===== src/rtl/mdu_pkg.sv =====
package mdu_pkg;
  localparam int unsigned MDU_W = 8;

  typedef enum logic [1:0] {
    OP_NONE = 2'b00,
    OP_MUL  = 2'b01,
    OP_DIV  = 2'b10,
    OP_BAD  = 2'b11
  } mdu_op_e;

  typedef enum logic [1:0] {
    SEL_X   = 2'b00,
    SEL_Z   = 2'b01,
    SEL_Y   = 2'b10,
    SEL_CTL = 2'b11
  } mdu_sel_e;

  // control word bit positions
  localparam int unsigned CB_CLR_Z = 2;
  localparam int unsigned CB_CLR_Y = 3;
  localparam int unsigned CB_UNIT0 = 4;
  localparam int unsigned CB_SLOW  = 7;

  // log2 of the per-step clock divide for a unit-count code
  function automatic logic [1:0] pace_log2(input logic [1:0] units);
    case (units)
      2'b11:   pace_log2 = 2'd1;
      2'b10:   pace_log2 = 2'd2;
      default: pace_log2 = 2'd3;
    endcase
  endfunction
endpackage


===== src/rtl/mdu_pacer.sv =====
module mdu_pacer #(
  parameter int unsigned CW = 3
) (
  input  logic       clk,
  input  logic       rst_n,
  input  logic       cfg_load,
  input  logic       cfg_slow,
  input  logic [1:0] cfg_units,
  input  logic       start,
  input  logic       run,
  output logic       tick
);
  import mdu_pkg::*;

  localparam logic [CW-1:0] ONE = {{(CW-1){1'b0}}, 1'b1};

  logic          slow_q;
  logic [1:0]    lg_q;
  logic [CW-1:0] cnt_q;
  logic [CW-1:0] limit;

  always_ff @(posedge clk or negedge rst_n) begin
    if (!rst_n) begin
      slow_q <= 1'b0;
      lg_q   <= 2'd0;
    end else if (cfg_load) begin
      slow_q <= cfg_slow;
      lg_q   <= pace_log2(cfg_units);
    end
  end

  always_comb begin
    limit = (ONE << lg_q) - ONE;
    tick  = run && (!slow_q || (cnt_q == limit));
  end

  always_ff @(posedge clk or negedge rst_n) begin
    if (!rst_n)
      cnt_q <= '0;
    else if (start || !run || tick)
      cnt_q <= '0;
    else
      cnt_q <= cnt_q + ONE;
  end
endmodule


===== src/rtl/mdu_seq.sv =====
module mdu_seq #(
  parameter int unsigned STEPS = 8
) (
  input  logic clk,
  input  logic rst_n,
  input  logic start_mul,
  input  logic start_div,
  input  logic div_ovf,
  input  logic tick,
  output logic busy,
  output logic done,
  output logic ovf,
  output logic is_div,
  output logic step
);
  localparam int unsigned SCW = $clog2(STEPS + 1);
  localparam logic [SCW-1:0] LAST = SCW'(STEPS - 1);

  logic [SCW-1:0] cnt_q;

  assign step = busy && tick;

  always_ff @(posedge clk or negedge rst_n) begin
    if (!rst_n) begin
      busy   <= 1'b0;
      done   <= 1'b0;
      ovf    <= 1'b0;
      is_div <= 1'b0;
      cnt_q  <= '0;
    end else begin
      done <= 1'b0;
      if (start_mul) begin
        busy   <= 1'b1;
        is_div <= 1'b0;
        ovf    <= 1'b0;
        cnt_q  <= '0;
      end else if (start_div) begin
        cnt_q <= '0;
        if (div_ovf) begin
          ovf  <= 1'b1;
          done <= 1'b1;
        end else begin
          ovf    <= 1'b0;
          busy   <= 1'b1;
          is_div <= 1'b1;
        end
      end else if (step) begin
        cnt_q <= cnt_q + 1'b1;
        if (cnt_q == LAST) begin
          busy <= 1'b0;
          done <= 1'b1;
        end
      end
    end
  end
endmodule


===== src/rtl/mdu_datapath.sv =====
module mdu_datapath #(
  parameter int unsigned W = 8
) (
  input  logic         clk,
  input  logic         rst_n,
  input  logic         wr_x,
  input  logic         wr_y,
  input  logic         wr_z,
  input  logic [W-1:0] wr_data,
  input  logic         clr_y,
  input  logic         clr_z,
  input  logic         step,
  input  logic         is_div,
  output logic [W-1:0] x_q,
  output logic [W-1:0] y_q,
  output logic [W-1:0] z_q,
  output logic         div_ovf
);
  logic [W:0]   sum;
  logic [W:0]   rem_sh;
  logic [W:0]   rem_sub;
  logic         fits;
  logic [W-1:0] z_step;
  logic [W-1:0] y_step;

  always_comb begin
    div_ovf = (clr_z ? '0 : z_q) >= x_q;
    sum     = {1'b0, z_q} + (y_q[0] ? {1'b0, x_q} : '0);
    rem_sh  = {z_q, y_q[W-1]};
    rem_sub = rem_sh - {1'b0, x_q};
    fits    = rem_sh >= {1'b0, x_q};
    if (is_div) begin
      z_step = fits ? rem_sub[W-1:0] : rem_sh[W-1:0];
      y_step = {y_q[W-2:0], fits};
    end else begin
      z_step = sum[W:1];
      y_step = {sum[0], y_q[W-1:1]};
    end
  end

  always_ff @(posedge clk or negedge rst_n) begin
    if (!rst_n) begin
      x_q <= '0;
      y_q <= '0;
      z_q <= '0;
    end else begin
      if (wr_x) x_q <= wr_data;
      if (step) begin
        y_q <= y_step;
        z_q <= z_step;
      end else begin
        if (wr_y)       y_q <= wr_data;
        else if (clr_y) y_q <= '0;
        if (wr_z)       z_q <= wr_data;
        else if (clr_z) z_q <= '0;
      end
    end
  end
endmodule


===== src/rtl/mdu_engine.sv =====
module mdu_engine
  import mdu_pkg::*;
#(
  parameter int unsigned W     = MDU_W,
  parameter int unsigned STEPS = MDU_W,
  parameter int unsigned PCW   = 3
) (
  input  logic         clk,
  input  logic         rst_n,
  input  logic         wr_valid,
  output logic         wr_ready,
  input  logic [1:0]   wr_sel,
  input  logic [W-1:0] wr_data,
  input  logic [1:0]   rd_sel,
  output logic [W-1:0] rd_data,
  output logic         busy,
  output logic         done,
  output logic         ovf
);
  logic         take;
  logic         ctl_wr;
  logic         start_mul;
  logic         start_div;
  logic         div_ovf;
  logic         tick;
  logic         step;
  logic         is_div;
  logic [W-1:0] dp_x;
  logic [W-1:0] dp_y;
  logic [W-1:0] dp_z;

  assign wr_ready  = !busy;
  assign take      = wr_valid && wr_ready;
  assign ctl_wr    = take && (mdu_sel_e'(wr_sel) == SEL_CTL);
  assign start_mul = ctl_wr && (mdu_op_e'(wr_data[1:0]) == OP_MUL);
  assign start_div = ctl_wr && (mdu_op_e'(wr_data[1:0]) == OP_DIV);

  mdu_pacer #(.CW(PCW)) u_pacer (
    .clk       (clk),
    .rst_n     (rst_n),
    .cfg_load  (ctl_wr),
    .cfg_slow  (wr_data[CB_SLOW]),
    .cfg_units (wr_data[CB_UNIT0 +: 2]),
    .start     (start_mul || start_div),
    .run       (busy),
    .tick      (tick)
  );

  mdu_seq #(.STEPS(STEPS)) u_seq (
    .clk       (clk),
    .rst_n     (rst_n),
    .start_mul (start_mul),
    .start_div (start_div),
    .div_ovf   (div_ovf),
    .tick      (tick),
    .busy      (busy),
    .done      (done),
    .ovf       (ovf),
    .is_div    (is_div),
    .step      (step)
  );

  mdu_datapath #(.W(W)) u_dp (
    .clk     (clk),
    .rst_n   (rst_n),
    .wr_x    (take && (mdu_sel_e'(wr_sel) == SEL_X)),
    .wr_y    (take && (mdu_sel_e'(wr_sel) == SEL_Y)),
    .wr_z    (take && (mdu_sel_e'(wr_sel) == SEL_Z)),
    .wr_data (wr_data),
    .clr_y   (ctl_wr && wr_data[CB_CLR_Y]),
    .clr_z   (ctl_wr && wr_data[CB_CLR_Z]),
    .step    (step),
    .is_div  (is_div),
    .x_q     (dp_x),
    .y_q     (dp_y),
    .z_q     (dp_z),
    .div_ovf (div_ovf)
  );

  always_comb begin
    case (mdu_sel_e'(rd_sel))
      SEL_X:   rd_data = dp_x;
      SEL_Z:   rd_data = dp_z;
      SEL_Y:   rd_data = dp_y;
      default: rd_data = {{(W-1){1'b0}}, ovf};
    endcase
  end
endmodule


===== config.mk =====
export PLATFORM = sky130hd
export DESIGN_NAME = mdu_engine
export DESIGN_NICKNAME = d
export VERILOG_FILES = /design/src/rtl/mdu_pkg.sv /design/src/rtl/mdu_pacer.sv /design/src/rtl/mdu_seq.sv /design/src/rtl/mdu_datapath.sv /design/src/rtl/mdu_engine.sv
export SDC_FILE = /design/constraint.sdc
export NUM_CORES = 1
export LEC_CHECK = 0
export CORE_MARGIN = 3
export CORE_UTILIZATION = 53
export CTS_BUF_LIST = sky130_fd_sc_hd__clkbuf_8 sky130_fd_sc_hd__clkbuf_16
export CTS_CLUSTER_DIAMETER = 120
export DETAILED_ROUTE_END_ITERATION = 10
export PLACE_DENSITY = 0.74
export SYNTH_ARGS = -nofsm -noshare
export SYNTH_HDL_FRONTEND = slang
export SYNTH_SLANG_ARGS = --single-unit

===== constraint.sdc =====
create_clock -name clk -period 2.6 [get_ports clk]
set_clock_uncertainty 0.1 [all_clocks]
set_input_delay 0.26 -clock clk [delete_from_list [all_inputs] [get_ports clk]]
set_output_delay 0.26 -clock clk [all_outputs]
set_load 0.05 [all_outputs]

==> flow_summary.json <==
{
  "diodes": 0,
  "top_usage_layer": "met2",
  "power_per_cell_area_nw_per_um2": 1450,
  "p_leak_nw": 1.67,
  "wl_um": 8650,
  "grt_use_met3_pct": 5.10,
  "dp_hpwl_um": 6670,
  "synth_seq_area_share_pct": 30.6,
  "start_util_pct": 55.7,
  "avgSynthCellArea_um2": 8.63,
  "pin_count": 27,
  "cap_violations": 0,
  "crit_path_top_delay_cell": "dfrtp_2",
  "regToRegSetupSlack_ns": 0.11,
  "worst_slack_ns": 0.109,
  "clock_latency_ns": 0.29,
  "vias_per_cell": 6.17,
  "whs_path_depth": 1,
  "internal_power_mw": 2.78,
  "cts.path.max_buffers": 2,
  "ys_dominant_reg_cell": "dfrtp_1",
  "ys_top_cells_by_area": "dfrtp_1 31%, ha_1 10%, mux2i_1 5.5%",
  "fmax_ghz": 0.401,
  "comb_power_share_pct": 70.6,
  "whs_endpoint": "u_seq.cnt_q[0]$_DFFE_PN0P_",
  "seqCellArea_um2": 955,
  "die_height_um": 82.5,
  "rsz0062_at_grt": "false",
  "htree_levels": 2,
  "startpoint_type": "register",
  "critPathBufInv": 2,
  "syn_inst": 360,
  "max_stage_delay_ns": 0.46,
  "setup_tns_ns": 0,
  "finalHoldViolCount": 0,
  "syn_area_um2": 3110,
  "nFillCells": 438,
  "irDropWorstVdd_mv": 0.727,
  "use_met1_pct": 38.0,
  "setup_viol": 0,
  "clock-sinks": 38,
  "drtPass1Iterations": 4,
  "min-delay-start": "u_seq.cnt_q[0]$_DFFE_PN0P_",
  "ys_top_cells_by_count": "38 x dfrtp_1, 32 x nand2_1, 29 x o21ai_0",
  "ys_seq_elements": 38,
  "switching_share_pct": 49.4,
  "place_congestion": 0.909,
  "layout.nets": 449,
  "path_class": "register to register",
  "die_x_um": 82.5,
  "ff2ff_path_depth": 10,
  "critical_path.max_fanout": 6,
  "drive_gt1_share_pct": 15.0,
  "pwr-share-seq_pct": 22.3,
  "dp_slack_ns": -0.166,
  "drc_errors": 0,
  "cts_buffers": 5,
  "core_um2": 5570,
  "die_area_um2": 6810,
  "reg2reg_to": "u_dp.z_q[6]$_DFF_PN0_",
  "relSlewSlack_pct": 41.9,
  "required_ns": 2.69,
  "period_minus_slack_ns": 2.49,
  "critPathTopFamily": "compound AO/OA/AOI/OAI gates",
  "critPathMostFrequentCell": "buf_4",
  "synth_cell_type_count": 54,
  "finalMaxSlewViolations": 0,
  "clockRootBuffer": "clkbuf_8",
  "synth_top_area_share_pct": 30.6,
  "synth_warnings": 0,
  "syn-num-nets": 403,
  "met2_usage_pct": 43.0,
  "synth_edf_count": 0,
  "startpoint": "u_dp.y_q[0]$_DFFE_PN0P_",
  "syn_to_final_growth_pct": 21.8,
  "p_sw_mw": 2.72,
  "cts_tree": "yes",
  "rows": 27,
  "grt_pass1_vias": 2815,
  "grt_max_degree": 39,
  "antenna_found_initial": 0,
  "grtUsageTotal_pct": 26.7,
  "multiInputGateArea_um2": 2050,
  "arrival_ns": 2.58,
  "power_frac_clock_pct": 7.1,
  "grt_pass1_wl_um": 13700,
  "synthArstFlopShare_pct": 100,
  "end_kind": "register",
  "yosys.area.top_type": "dfrtp_1",
  "portBuffers": 26,
  "ant_nets": 0,
  "vias": 2954,
  "status": "finished clean",
  "wl_per_cell_um": 18.1,
  "synth_most_common_cell": "dfrtp_1",
  "post-route-period-util_pct": 95.8,
  "hold_path_class": "register to register",
  "r2r-start": "u_dp.y_q[0]$_DFFE_PN0P_",
  "first_iter_violations": 296,
  "grt-ovfl-total": 0,
  "worst_pin_slew_ns": 0.871,
  "path_clk_slew_ns": 0.08,
  "crit_path_cell_trace": "buf_4 > and2_1 > ha_1 > nand3_1 > o211ai_1 > buf_4 > o41ai_2 > xor2_1 > and3_1 > a311oi_1"
}
layer usage:
layer  wire length [µm]  vias to the layer above  share of wire [%]
li1                   -                     1422                  -
met1               3940                     1435                 46
met2               4060                       92                 47
met3                603                        5                7.0
met4                 38                        0               0.44
met5                  0                        -                  0
cell usage in the layout, fill, tap and decap left out, drive strengths merged, types with 3 or more instances in the layout:
cell type / count
nor2: 20
nand4: 4
clkbuf: 5
a31oi: 7
nand2b: 8
and2: 13
o211ai: 4
dfrtp: 38
o22ai: 3
inv: 22
a211oi: 6
o31a: 3
nor3: 7
a21oi: 25
or3: 4
xor2: 4
mux2i: 17
a21o: 3
and3: 3
nand2: 32
o311ai: 3
nand3: 10
clkdlybuf4s50: 17
o21a: 8
a221oi: 5
nor2b: 9
ha: 26
xnor2: 4
buf: 35
a31o: 4
o21ai: 30
repair_timing:
item	in CTS	in global routing
buffers inserted	0	1
hold endpoints to repair	5	0
endpoints found under the setup margin	0	4
hold buffers	1	0
gates resized for setup	0	6
final cells by class:
type	instances	share of cell area, %
Multi-Input combinational cell	287	54.2
Sequential cell	38	25.2
Timing Repair Buffer	53	14.0
Tap cell	72	2.38
Inverter	21	2.08
Clock buffer	5	1.82
Clock inverter	3	0.364
how the worst max path moves through the flow:
stage                                  end  slack, ns  cells after the start
finish               u_dp.z_q[6]$_DFF_PN0_       0.11                     10
CTS                  u_dp.z_q[6]$_DFF_PN0_      0.008                      9
global route         u_dp.z_q[6]$_DFF_PN0_      0.007                     10
global placement    u_seq.busy$_DFFE_PN0P_       -0.1                     11
detailed placement  u_seq.busy$_DFFE_PN0P_      -0.17                     11
floorplan           u_seq.busy$_DFFE_PN0P_      0.009                     11
power by group through the flow:
stage	Combinational [mW]	Sequential, mW	Clock (mW)
6_report	3.88	1.22	0.391
5_1_grt	4.27	1.26	0.431
4_1_cts	3.81	1.21	0.399
3_5_place_dp	3.78	1.22	0
3_3_place_gp	3.67	1.21	0
2_1_floorplan	2.65	1.15	0
per-stage QoR:
| step | power, mW | hold WS, ns | util [%] | cell area [µm²] | cells |
|---|---|---|---|---|---|
| global placement | 4.89 | 0.308 | 65.7 | 3660 | 469 |
| global route | 5.96 | 0.436 | 67.9 | 3780 | 479 |
| finish | 5.50 | 0.413 | 67.9 | 3780 | 479 |
| floorplan | 3.79 | -0.136 | - | 3110 | 360 |
| CTS | 5.42 | 0.417 | 67.4 | 3760 | 478 |
| detailed placement | 5.01 | 0.311 | 65.7 | 3660 | 469 |
registers in the layout, summed over array words and instances (netlist names):
signal / count
u_dp.y_q: 8
u_seq.cnt_q: 4
u_dp.z_q: 8
u_pacer.cnt_q: 3
u_pacer.lg_q: 2
u_pacer.slow_q: 1
u_seq.is_div: 1
u_seq.ovf: 1
u_dp.x_q: 8
u_seq.busy: 1
u_seq.done: 1
worst register-to-register path, delay by kind of cell (launching register included):
family / cells / cell delay (ns)
XOR/XNOR: 1 / 0.12
flip-flops: 1 / 0.46
AO/OA/AOI/OAI: 3 / 0.56
buffers and inverters: 2 / 0.32
AND/OR/NAND/NOR: 3 / 0.45
adder cells (fa/ha/maj): 1 / 0.38
cells by family (layout without fill, tap and decap cells):
kind of cell / after synthesis / in the layout / share of synthesized area (%)
xor+xnor: 8 / 8 / 2.26
flops: 38 / 38 / 30.6
mux: 19 / 19 / 6.57
buf+inv: 35 / 82 / 4.31
simple gates: 117 / 117 / 19.5
fa+ha+maj: 28 / 28 / 11.8
compound gates: 115 / 115 / 25.0
Note: power is estimated with default switching activity, not from simulation.
